`src/rtl/nic_regbank_pkg.sv`:
```
package nic_regbank_pkg;
    localparam int DATA_W  = 8;
    localparam int ADDR_W  = 4;
    localparam int LADDR_W = 16;
    localparam int NCFG    = 6;

    typedef struct packed {
        logic [1:0] page;
        logic [2:0] rdma;
        logic       txp;
        logic       sta;
        logic       stp;
    } cmd_reg_t;

    localparam cmd_reg_t CMD_RESET = '{page: 2'b00, rdma: 3'b100, txp: 1'b0, sta: 1'b0, stp: 1'b1};

    localparam logic [1:0] PG0 = 2'd0;
    localparam logic [1:0] PG1 = 2'd1;
    localparam logic [1:0] PG2 = 2'd2;
    localparam logic [1:0] PG3 = 2'd3;

    // configuration register index -> offset written on page 0
    // 0 page start, 1 page stop, 2 rx cfg, 3 tx cfg, 4 data cfg, 5 int mask
    function automatic logic [ADDR_W-1:0] cfg_offset(input int idx);
        if (idx < 2) return ADDR_W'(idx + 1);
        return ADDR_W'(idx + 10);
    endfunction
endpackage

```
`src/rtl/nic_reg_decode.sv`:
```
module nic_reg_decode
    import nic_regbank_pkg::*;
#(
    parameter int AW = ADDR_W,
    parameter int NC = NCFG
) (
    input  logic [AW-1:0] addr,
    input  logic          wr_en,
    input  logic [1:0]    page,
    output logic          cr_we,
    output logic [NC-1:0] cfg_we,
    output logic [1:0]    ldma_we
);
    assign cr_we = wr_en && (addr == '0);

    for (genvar i = 0; i < NC; i++) begin : g_cfg_we
        assign cfg_we[i] = wr_en && (page == PG0) && (addr == AW'(cfg_offset(i)));
    end

    for (genvar j = 0; j < 2; j++) begin : g_ldma_we
        assign ldma_we[j] = wr_en && (page == PG2) && (addr == AW'(j + 1));
    end
endmodule

```
`src/rtl/nic_cfg_bank.sv`:
```
module nic_cfg_bank
    import nic_regbank_pkg::*;
#(
    parameter int DW = DATA_W,
    parameter int NC = NCFG
) (
    input  logic                  clk,
    input  logic                  rst_n,
    input  logic [NC-1:0]         we,
    input  logic [DW-1:0]         wdata,
    output logic [NC-1:0][DW-1:0] regs
);
    typedef struct packed {
        logic [NC-1:0][DW-1:0] r;
    } cfg_state_t;

    cfg_state_t st_d, st_q;

    always_comb begin
        st_d = st_q;
        for (int i = 0; i < NC; i++) begin
            if (we[i]) st_d.r[i] = wdata;
        end
    end

    always_ff @(posedge clk or negedge rst_n) begin
        if (!rst_n) st_q <= '0;
        else        st_q <= st_d;
    end

    assign regs = st_q.r;
endmodule

```
`src/rtl/nic_cmd_ctrl.sv`:
```
module nic_cmd_ctrl
    import nic_regbank_pkg::*;
#(
    parameter int DW = DATA_W
) (
    input  logic          clk,
    input  logic          rst_n,
    input  logic          cr_we,
    input  logic [DW-1:0] wdata,
    input  logic          busy_i,
    input  logic          tx_done_i,
    input  logic          dma_done_i,
    output cmd_reg_t      cr,
    output logic          reset_stat,
    output logic          tx_start,
    output logic          dma_pulse
);
    typedef struct packed {
        cmd_reg_t cr;
        logic     rst_stat;
        logic     tx_start;
        logic     dma_pulse;
    } ctrl_state_t;

    ctrl_state_t st_d, st_q;
    cmd_reg_t    wr_cr;

    assign wr_cr = cmd_reg_t'(wdata[7:0]);

    always_comb begin
        st_d           = st_q;
        st_d.tx_start  = 1'b0;
        st_d.dma_pulse = 1'b0;

        // completion from the engines
        if (tx_done_i) st_d.cr.txp = 1'b0;
        if (dma_done_i && !st_q.cr.rdma[2]) st_d.cr.rdma = 3'b100;

        // stopped-state indication once activity has drained
        if (st_q.cr.stp && !busy_i) st_d.rst_stat = 1'b1;

        if (cr_we) begin
            st_d.cr.page = wr_cr.page;
            st_d.cr.stp  = wr_cr.stp;
            st_d.cr.sta  = wr_cr.sta;
            if (wr_cr.txp) begin
                st_d.cr.txp   = 1'b1;
                st_d.tx_start = !st_q.cr.txp;
            end
            if (wr_cr.rdma != 3'b000) begin
                st_d.cr.rdma   = wr_cr.rdma;
                st_d.dma_pulse = 1'b1;
            end
            if (wr_cr.sta && !wr_cr.stp) st_d.rst_stat = 1'b0;
        end
    end

    always_ff @(posedge clk or negedge rst_n) begin
        if (!rst_n) begin
            st_q.cr        <= CMD_RESET;
            st_q.rst_stat  <= 1'b1;
            st_q.tx_start  <= 1'b0;
            st_q.dma_pulse <= 1'b0;
        end else begin
            st_q <= st_d;
        end
    end

    assign cr         = st_q.cr;
    assign reset_stat = st_q.rst_stat;
    assign tx_start   = st_q.tx_start;
    assign dma_pulse  = st_q.dma_pulse;
endmodule

```
`src/rtl/nic_cmd_regbank.sv`:
```
module nic_cmd_regbank
    import nic_regbank_pkg::*;
#(
    parameter int DW  = DATA_W,
    parameter int AW  = ADDR_W,
    parameter int LAW = LADDR_W
) (
    input  logic           clk,
    input  logic           rst_n,
    input  logic [AW-1:0]  addr,
    input  logic           rd_en,
    input  logic           wr_en,
    input  logic [DW-1:0]  wdata,
    output logic [DW-1:0]  rdata,
    input  logic           busy_i,
    input  logic           tx_done_i,
    input  logic           dma_done_i,
    input  logic [DW-1:0]  rx_status_i,
    input  logic [DW-1:0]  tally0_i,
    input  logic [DW-1:0]  tally1_i,
    input  logic [DW-1:0]  tally2_i,
    input  logic [LAW-1:0] local_addr_i,
    output logic           online_o,
    output logic           reset_stat_o,
    output logic           tx_start_o,
    output logic           dma_cmd_pulse_o,
    output logic [2:0]     dma_cmd_o,
    output logic           ldma_lo_we_o,
    output logic           ldma_hi_we_o,
    output logic [DW-1:0]  page_start_o,
    output logic [DW-1:0]  page_stop_o,
    output logic [DW-1:0]  rx_cfg_o,
    output logic [DW-1:0]  tx_cfg_o,
    output logic [DW-1:0]  data_cfg_o,
    output logic [DW-1:0]  int_mask_o
);
    localparam int HALF = LAW / 2;

    cmd_reg_t              cr;
    logic [7:0]            cr_bits;
    logic                  cr_we;
    logic [NCFG-1:0]       cfg_we;
    logic [1:0]            ldma_we;
    logic [NCFG-1:0][DW-1:0] cfg;
    logic [DW-1:0]         rd_mux;

    assign cr_bits = cr;

    nic_reg_decode #(.AW(AW), .NC(NCFG)) u_decode (
        .addr    (addr),
        .wr_en   (wr_en),
        .page    (cr.page),
        .cr_we   (cr_we),
        .cfg_we  (cfg_we),
        .ldma_we (ldma_we)
    );

    nic_cmd_ctrl #(.DW(DW)) u_ctrl (
        .clk        (clk),
        .rst_n      (rst_n),
        .cr_we      (cr_we),
        .wdata      (wdata),
        .busy_i     (busy_i),
        .tx_done_i  (tx_done_i),
        .dma_done_i (dma_done_i),
        .cr         (cr),
        .reset_stat (reset_stat_o),
        .tx_start   (tx_start_o),
        .dma_pulse  (dma_cmd_pulse_o)
    );

    nic_cfg_bank #(.DW(DW), .NC(NCFG)) u_cfg (
        .clk   (clk),
        .rst_n (rst_n),
        .we    (cfg_we),
        .wdata (wdata),
        .regs  (cfg)
    );

    always_comb begin
        rd_mux = '0;
        if (addr == '0) begin
            rd_mux = DW'(cr_bits);
        end else begin
            unique case (cr.page)
                PG0: begin
                    case (addr)
                        AW'(1):  rd_mux = DW'(local_addr_i[HALF-1:0]);
                        AW'(2):  rd_mux = DW'(local_addr_i[LAW-1:HALF]);
                        AW'(12): rd_mux = rx_status_i;
                        AW'(13): rd_mux = tally0_i;
                        AW'(14): rd_mux = tally1_i;
                        AW'(15): rd_mux = tally2_i;
                        default: rd_mux = '0;
                    endcase
                end
                PG2: begin
                    for (int i = 0; i < NCFG; i++) begin
                        if (addr == AW'(cfg_offset(i))) rd_mux = cfg[i];
                    end
                end
                default: rd_mux = '0;
            endcase
        end
    end

    assign rdata        = rd_en ? rd_mux : '0;
    assign online_o     = cr.sta && !cr.stp;
    assign dma_cmd_o    = cr.rdma;
    assign ldma_lo_we_o = ldma_we[0];
    assign ldma_hi_we_o = ldma_we[1];
    assign page_start_o = cfg[0];
    assign page_stop_o  = cfg[1];
    assign rx_cfg_o     = cfg[2];
    assign tx_cfg_o     = cfg[3];
    assign data_cfg_o   = cfg[4];
    assign int_mask_o   = cfg[5];
endmodule

```
`config.mk`:
```
export PLATFORM = sky130hd
export DESIGN_NAME = nic_cmd_regbank
export DESIGN_NICKNAME = d
export VERILOG_FILES = /design/src/rtl/nic_regbank_pkg.sv /design/src/rtl/nic_reg_decode.sv /design/src/rtl/nic_cfg_bank.sv /design/src/rtl/nic_cmd_ctrl.sv /design/src/rtl/nic_cmd_regbank.sv
export SDC_FILE = /design/constraint.sdc
export NUM_CORES = 1
export LEC_CHECK = 0
export CAP_MARGIN = 20
export CORE_UTILIZATION = 45
export DETAILED_ROUTE_END_ITERATION = 8
export DONT_BUFFER_PORTS = 1
export SETUP_SLACK_MARGIN = 0.3
export SLEW_MARGIN = 40
export SYNTH_ARGS = -nofsm -noshare
export SYNTH_HDL_FRONTEND = slang
export SYNTH_HIERARCHICAL = 1
export SYNTH_SLANG_ARGS = --single-unit
```
`constraint.sdc`:
```
create_clock -name clk -period 7.25 [get_ports clk]
set_clock_uncertainty 0.2 [all_clocks]
set_input_delay 2.175 -clock clk [delete_from_list [all_inputs] [get_ports clk]]
set_output_delay 2.175 -clock clk [all_outputs]
set_load 0.01 [all_outputs]
```
Word level (Yosys, flattened, before mapping). Index checks and enable logic that the tools add are counted.

Register bits: 59. Bits in latches: 0. Memory bits (writable): 0. Bits in read-only memories: 0. Output and inout port bits: 65. Word-level logic and storage cells: 73. Memories kept: 0.

Add/sub/neg operators: 0. $mul: 0. Div/mod/pow operators: 0. Magnitude comparators: 0. Equal/unequal tests: 9. Shift-type cells: 0. Muxes and demuxes: 27. Bitwise gates (word level): 0. Reduce and logical (&&, ||, !) cells: 23.

Operators with widths (count): 8-bit 2-to-1 mux (8); 8-bit case mux with 6 select lines (1); 4-bit 2-to-1 mux (6); 4-bit == test (second input constant) (4); 8-bit case mux with 2 select lines (1); 1-bit logical AND (15); 9-bit 2-to-1 mux (1); 4-bit == test (2); 1-bit 2-to-1 mux (8); 3-bit 2-to-1 mux (2); 1-bit logical NOT (5); 4-bit by 1-bit == test with 1-bit output (second input constant) (1); 4-bit by 2-bit == test with 1-bit output (second input constant) (1); 4-bit logical NOT (1); 3-bit nonzero test (1); 2-bit == test (second input constant) (1); 2-bit logical NOT (1).

Longest topological paths before layout. Gate-level depths: netlist of the first run.

Word-level depth: 16. Mapped depth: 8. Mapped depth without buffers: 5.

Hierarchy. Netlist of the first run, hierarchy kept.

Modules (own cells, without submodules): nic_cfg_bank (times used 1, cells an instance 102, area an instance 1989.4 sq um); nic_cmd_regbank (times used 1, cells an instance 135, area an instance 998.5 sq um); nic_cmd_ctrl (times used 1, cells an instance 34, area an instance 436.7 sq um); nic_reg_decode (times used 1, cells an instance 17, area an instance 108.9 sq um).

Worst setup path after synthesis of the first run. OpenSTA, ideal clock, no wires.

Path kind: input-to-output. From: input addr[3]. To: output rdata[7]. Arrival time: 3.340 ns. Setup slack: 1.535 ns. Stages: 7. Cell sequence: or2_1 clkbuf_1 or3_1 buf_2 and3_4 o2111ai_2 nand3_2.

Word-level cells in the longest chain between the ends: 10.

Ends and longest elaborated chain: start, declared (RTL line nic_cmd_regbank.sv:10) `input logic [AW-1:0] addr,`; 4-bit == test (RTL line nic_cmd_regbank.sv:99) `if (addr == AW'(cfg_offset(i))) rd_mux = cfg[i];`; 8-bit 2-to-1 mux (6 in series) (RTL line nic_cmd_regbank.sv:99); 8-bit case mux with 2 select lines (RTL line nic_cmd_regbank.sv:85) `unique case (cr.page)`; 8-bit 2-to-1 mux * (RTL line nic_cmd_regbank.sv:82) `if (addr == '0) begin`; 8-bit 2-to-1 mux * (RTL line nic_cmd_regbank.sv:107) `assign rdata = rd_en ? rd_mux : '0;`; end, declared (RTL line nic_cmd_regbank.sv:14) `output logic [DW-1:0] rdata,`.

Mark *: on every way between the ends. The rest lies on a longest branch, timed or not.

Final worst setup path of the first run.
From: input addr[3]. To: output rdata[5].

The elaborated chain is that of the path after synthesis.

==> results of run 1 <==
## kinds of logic after synthesis
family	count (synthesis)	share of synthesized area (%)
flops	59	41.89
simple gates	52	8.640
compound gates	80	17.00
mux	70	27.44
buf+inv	27	5.029
## flip-flops by register name (all words and copies together), names as in the netlist
register / count
u_cfg/regs: 48
u_ctrl/cr: 8
u_ctrl/tx_start: 1
u_ctrl/reset_stat: 1
u_ctrl/dma_pulse: 1
## cell usage after synthesis (5+ instances only)
cell type	instances
dfrtp_1	56
mux2_4	48
a22oi_1	20
mux2_2	13
o22ai_1	12
o21ai_0	11
buf_6	9
mux2i_1	8
nand2_1	8
o21ai_1	8
inv_1	7
nor2_1	7
o221ai_1	7
clkbuf_1	6
nor3_1	6
nand2b_1	5
nor2b_1	5
or3_1	5
## worst max-delay path, stage by stage
cell and delay (ns):
nor2_1 0.44, o21ai_2 0.14, a211oi_4 0.44, o21ai_1 0.12
a31oi_1 0.42
## cell type report
cell class | count | area share, %
multi-input combinational | 202 | 51.05
sequential | 59 | 38.99
clock buffer | 13 | 4.186
tap | 99 | 3.263
clock inverter | 3 | 1.220
inverter | 7 | 0.6922
timing repair buffer | 3 | 0.5933
## path summary, 6_finish.rpt
kind,cells past startpoint,to,from
setup / recovery,5,rdata[5],addr[3]
hold reg to reg,1,u_ctrl/tx_start,u_ctrl/cr[2]
min in group asynchronous,0,u_cfg/regs[38],rst_n
setup reg to reg,3,u_cfg/regs[12],u_ctrl/cr[7]
max in group asynchronous,0,u_ctrl/cr[0],rst_n
hold / removal,1,u_ctrl/tx_start,u_ctrl/cr[2]
## stage by stage
| step | std cells | utilization (%) | instance area, um^2 |
|---|---|---|---|
| 2_1_floorplan | 288 | - | 3533 |
| 3_3_place_gp | 370 | 48.05 | 3560 |
| 3_5_place_dp | 370 | 48.47 | 3591 |
| 4_1_cts | 386 | 51.24 | 3796 |
| 5_1_grt | 386 | 51.24 | 3796 |
| 6_report | 386 | 51.24 | 3796 |
## power by group through the flow
stage | Combinational, mW | Sequential [mW] | Clock (mW)
2_1_floorplan | 0.198 | 0.531 | 0
3_3_place_gp | 0.214 | 0.573 | 0
3_5_place_dp | 0.222 | 0.574 | 0
4_1_cts | 0.223 | 0.570 | 0.316
5_1_grt | 0.240 | 0.583 | 0.328
6_report | 0.222 | 0.567 | 0.311
## layer usage
metal  GRT usage [%]  up-vias  part of all wire (%)
li1                -     1094                     -
met1           31.06     1268                    41
met2           40.15      116                    49
met3           9.596       16                   8.0
met4           9.812        0                   2.0
met5               0        -                     0
==> flow_summary_export.csv, run 1 <==
group,metric,value,unit
floorplanning,io_pins,132,
layout,layout_common_cells,"dfrtp_1, mux2_4, a22oi_1",
min_path,hold_class,"flop to flop",
power,swShare,32.06,%
floorplanning,dieArea,8210,um^2
cts,cts_buffers,9,
synth,synth_nets,355,
timing,fin_ws,1.137,ns
synth,syn_area,3533,um^2
cts,cts_tree,"yes",
run_status,status,"finished clean",
synth,synth.ff_latch_count,59,
route,vias,2494,
cts,cts_sinks,59,
worst_setup_path,cp.arrival,3.74,ns
power,p_int,747.6,uW
floorplanning,core-area,7408,um^2
cts,cts_root_buf,"clkbuf_8",
worst_setup_path,crit_path_end_kind,"output pin",
timing,tightest_slew,0.7908,ns
layout,final_nets,349,
floorplanning,rows,31,
worst_setup_path,worst-r2r-setup-slack,4.91,ns
worst_setup_path,critPathMaxFanout,8,
floorplanning,die_w,90.61,um
route,drtAntennaViolNets,0,
cts,ctsResizeCount,0,
grt,overflow,0,
route,vias_per_cell,6.461,
layout,n_antenna_cell,0,
timing,whs,0.2904,ns
layout,layout_commonest_cell,"dfrtp_1",
cts,cts_hold_buf,0,
placement,place.gp.congestion,0.8343,
floorplanning,initial_core_util,47.69,%
synth,synth_edf_count,0,
layout,fillers,648,
grt,grt_pass1_wl,15430,um
cts,htree_levels,3,
grt,grt_antenna_before_repair,0,
synth,postSynthCellCount,288,
worst_setup_path,critPathKind,"input port to output pin",
synth,yosysWarnings,6,
power,p_leak,1.573,nW
timing,fin_crit,6.113,ns
timing,fmax,163.6,MHz
synth,seq_area_frac_synth,41.89,%
grt,grt_util_all_layers,25.31,%
power,ir_worst_vdd,0.1721,mV
layout,final-seq-area,1480,um^2
cts,clk_pin_slew,0.06,ns
route,drtIter0Drc,128,
timing,relSlewSlack,47.11,%
power,power_frac_clock,28.2,%
power,power_density,289.9,nW/um^2
timing,setup_viol,0,
cts,post_cts.repair.setup_buffers,0,
power,p_comb_share,20.2,%
route,wire_per_inst,25.75,um
route,firstDrtPassIters,4,
timing,hold_viol,0,
synth,synth-main-ff-cell,"dfrtp_1",
timing,rsz0062_at_grt,"false",
run,maxCapViolCount,0,
synth,syn-mean-instance-area,12.27,um^2
timing,finalMaxSlewViolations,0,
floorplanning,die_h,90.61,um
route,wl,9940,um
worst_setup_path,startpoint_type,"input port",
power,switching_power,352.8,uW
timing,setup_tns,0,ns
route,drc,0,
power,finalPower,1.100,mW
synth,synth.area.top_cells,"dfrtp_1, mux2_4, a22oi_1",
placement,io_buffers,0,
grt,grt_max_degree,60,
cts,clk_latency,0.33,ns
synth,synthArstFlopShare,100.0,%
layout,drive_above_1_share,35.89,%
worst_setup_path,crit_required,4.88,ns
cts,cts.path.max_buffers,2,
grt,grt_pass1_vias,2654,
layout,area_growth,7.436,%
layout,multi_input_area,1938,um^2
timing,post-route-period-util,84.32,%
synth,synth_top_area_cell,"dfrtp_1",
placement,place_ws,1.134,ns
power,seqPwrFrac,51.5,%
placement,dpl.hpwl,7228,um
synth,ys_types,46,
synth,yosysTopAreaCellShare,39.66,%
Power figures use the tool's default switching activity.
==> run 2: changes to the inputs <==
==> constraint.sdc (replaced) <==
create_clock -name clk -period 5.25 [get_ports clk]
set_clock_uncertainty 0.2 [all_clocks]
set_input_delay 1.575 -clock clk [delete_from_list [all_inputs] [get_ports clk]]
set_output_delay 1.575 -clock clk [all_outputs]
set_load 0.01 [all_outputs]
==> run 2 against run 1 <==
Against the previous run:
- cell count unchanged
- power increased by 33%
- sequential cell count unchanged
- clock-buffer cell count decreased by 1
- worst hold slack got worse by 0.0019 ns
- combinational power increased by 39%
- core utilization decreased by 0.30 points
- sequential share of layout area increased by 0.23 points
- design area decreased by 0.59%
- routed wire length decreased by 0.68%
- largest cell class unchanged
- highest routed layer unchanged
==> flow_summary_export.csv, run 2 (synthesized netlist as in run 1, its figures left out) <==
group,metric,value,unit
floorplanning,rows,31,
cts,clk_latency,0.33,ns
layout,final_cell_area,3774,um^2
placement,placed_cell_area,3606,um^2
placement,io_buffers,0,
cts,ctsResizeCount,0,
route,vias_per_cell,6.446,
layout,layout_common_cells,"dfrtp_1, mux2_4, a22oi_1",
worst_setup_path,cp_slowest_cell,"a211oi_4",
cts,cts_tree,"yes",
cts,cts_buffers,9,
route,drc,0,
placement,place.gp.congestion,0.8207,
timing,finalMaxSlewViolations,0,
grt,grt_antenna_before_repair,0,
cts,post_cts.repair.setup_buffers,0,
worst_setup_path,startpoint_type,"input port",
power,finalPower,1.460,mW
power,p_leak,1.567,nW
floorplanning,dieArea,8210,um^2
layout,area_growth,6.799,%
run,maxCapViolCount,0,
layout,final_nets,351,
layout,drive_above_1_share,36.24,%
floorplanning,die_w,90.61,um
cts,clk_pin_slew,0.06,ns
placement,dpl.hpwl,7211,um
timing,tightest_slew,0.7020,ns
power,power_density,387.0,nW/um^2
cts,cts_root_buf,"clkbuf_8",
min_path,hold_class,"flop to flop",
worst_setup_path,crit_required,3.48,ns
power,ir_worst_vdd,0.2275,mV
floorplanning,io_pins,132,
floorplanning,initial_core_util,47.69,%
worst_setup_path,crit_path_end_kind,"output pin",
grt,grt_util_all_layers,24.81,%
grt,grt_pass1_vias,2624,
timing,fin_crit,4.841,ns
worst_setup_path,cp.arrival,3.07,ns
timing,post-route-period-util,92.20,%
timing,setup_tns,0,ns
route,drtAntennaViolNets,0,
worst_setup_path,crit_path_max_incr_delay,0.43,ns
timing,rsz0062_at_grt,"false",
worst_setup_path,critPathMaxFanout,28,
grt,grt_max_degree,60,
route,drtIter0Drc,159,
layout,layout_commonest_cell,"dfrtp_1",
cts,cts.path.max_buffers,2,
timing,hold_viol,0,
floorplanning,die_h,90.61,um
grt,overflow,0,
cts,htree_levels,3,
layout,n_antenna_cell,0,
route,wire_per_inst,25.58,um
run_status,status,"finished clean",
timing,fmax,206.6,MHz
timing,relSlewSlack,53.05,%
grt,grt_pass1_wl,15350,um
layout,largest_reg_flops,48,
floorplanning,core-area,7408,um^2
route,firstDrtPassIters,5,
cts,cts_hold_buf,0,
worst_setup_path,cp_cell_sequence,"and2b_2 > o21ai_2 > a211oi_4 > o21ai_1 > a31oi_1",
worst_setup_path,path_delay_family,"compound AO/OA/AOI/OAI gates",
timing,setup_viol,0,
worst_setup_path,path_buf_inv,0,
route,vias,2488,
cts,cts_sinks,59,
worst_setup_path,critPathKind,"input port to output pin",
route,wl,9872,um
## run 2: changes by cell type in the layout (fill, tap and decap cells not counted)
cell / before / now
clkinv_2: 0 / 1
buf_4: 3 / 5
clkbuf_1: 2 / 1
bufinv_16: 1 / 0
clkinv_4: 1 / 0
## run 2: path summary, 6_finish.rpt
check / depth (start not counted) / from / slack (ns) / endpoint
min reg2reg: 1 / u_ctrl/cr[2] / 0.29 / u_ctrl/tx_start
max: 5 / addr[0] / 0.41 / rdata[5]
min: 1 / u_ctrl/cr[2] / 0.29 / u_ctrl/tx_start
min in group asynchronous: 0 / rst_n / 0.72 / u_cfg/regs[30]
max in group asynchronous: 0 / rst_n / 3.92 / u_ctrl/cr[0]
max reg2reg: 3 / u_ctrl/cr[7] / 2.97 / u_cfg/regs[0]
## run 2: stage by stage
step / cells / hold slack (ns) / setup WS, ns / util, %
floorplan: 288 / 0.2224 / 0.7355 / -
global placement: 372 / 0.2806 / 0.4680 / 48.25
detailed placement: 372 / 0.2764 / 0.4351 / 48.67
CTS: 386 / 0.2859 / 0.4346 / 50.94
global route: 386 / 0.3007 / 0.3125 / 50.94
finish: 386 / 0.2885 / 0.4093 / 50.94
## run 2: metal layers
layer,global-route usage (%),routed length [um],vias to the layer above
met4,9.677,236,0
met5,0,0,-
met3,7.744,785,22
met1,31.03,4056,1251
met2,39.90,4793,121
li1,-,-,1094
## run 2: cell type report
cell class / instances / area (um^2)
Fill cell: 662 / 3635
Clock buffer: 12 / 155.1
Sequential cell: 59 / 1480
Tap cell: 99 / 123.9
Multi-Input combinational cell: 202 / 1938
Inverter: 7 / 26.28
Clock inverter: 2 / 12.51
Timing Repair Buffer: 5 / 37.54
## run 2: report_power, final
group          switching [mW]  internal (mW)
clock network           0.176          0.191
registers               0.205          0.580
logic                   0.101          0.207
total                   0.482          0.978
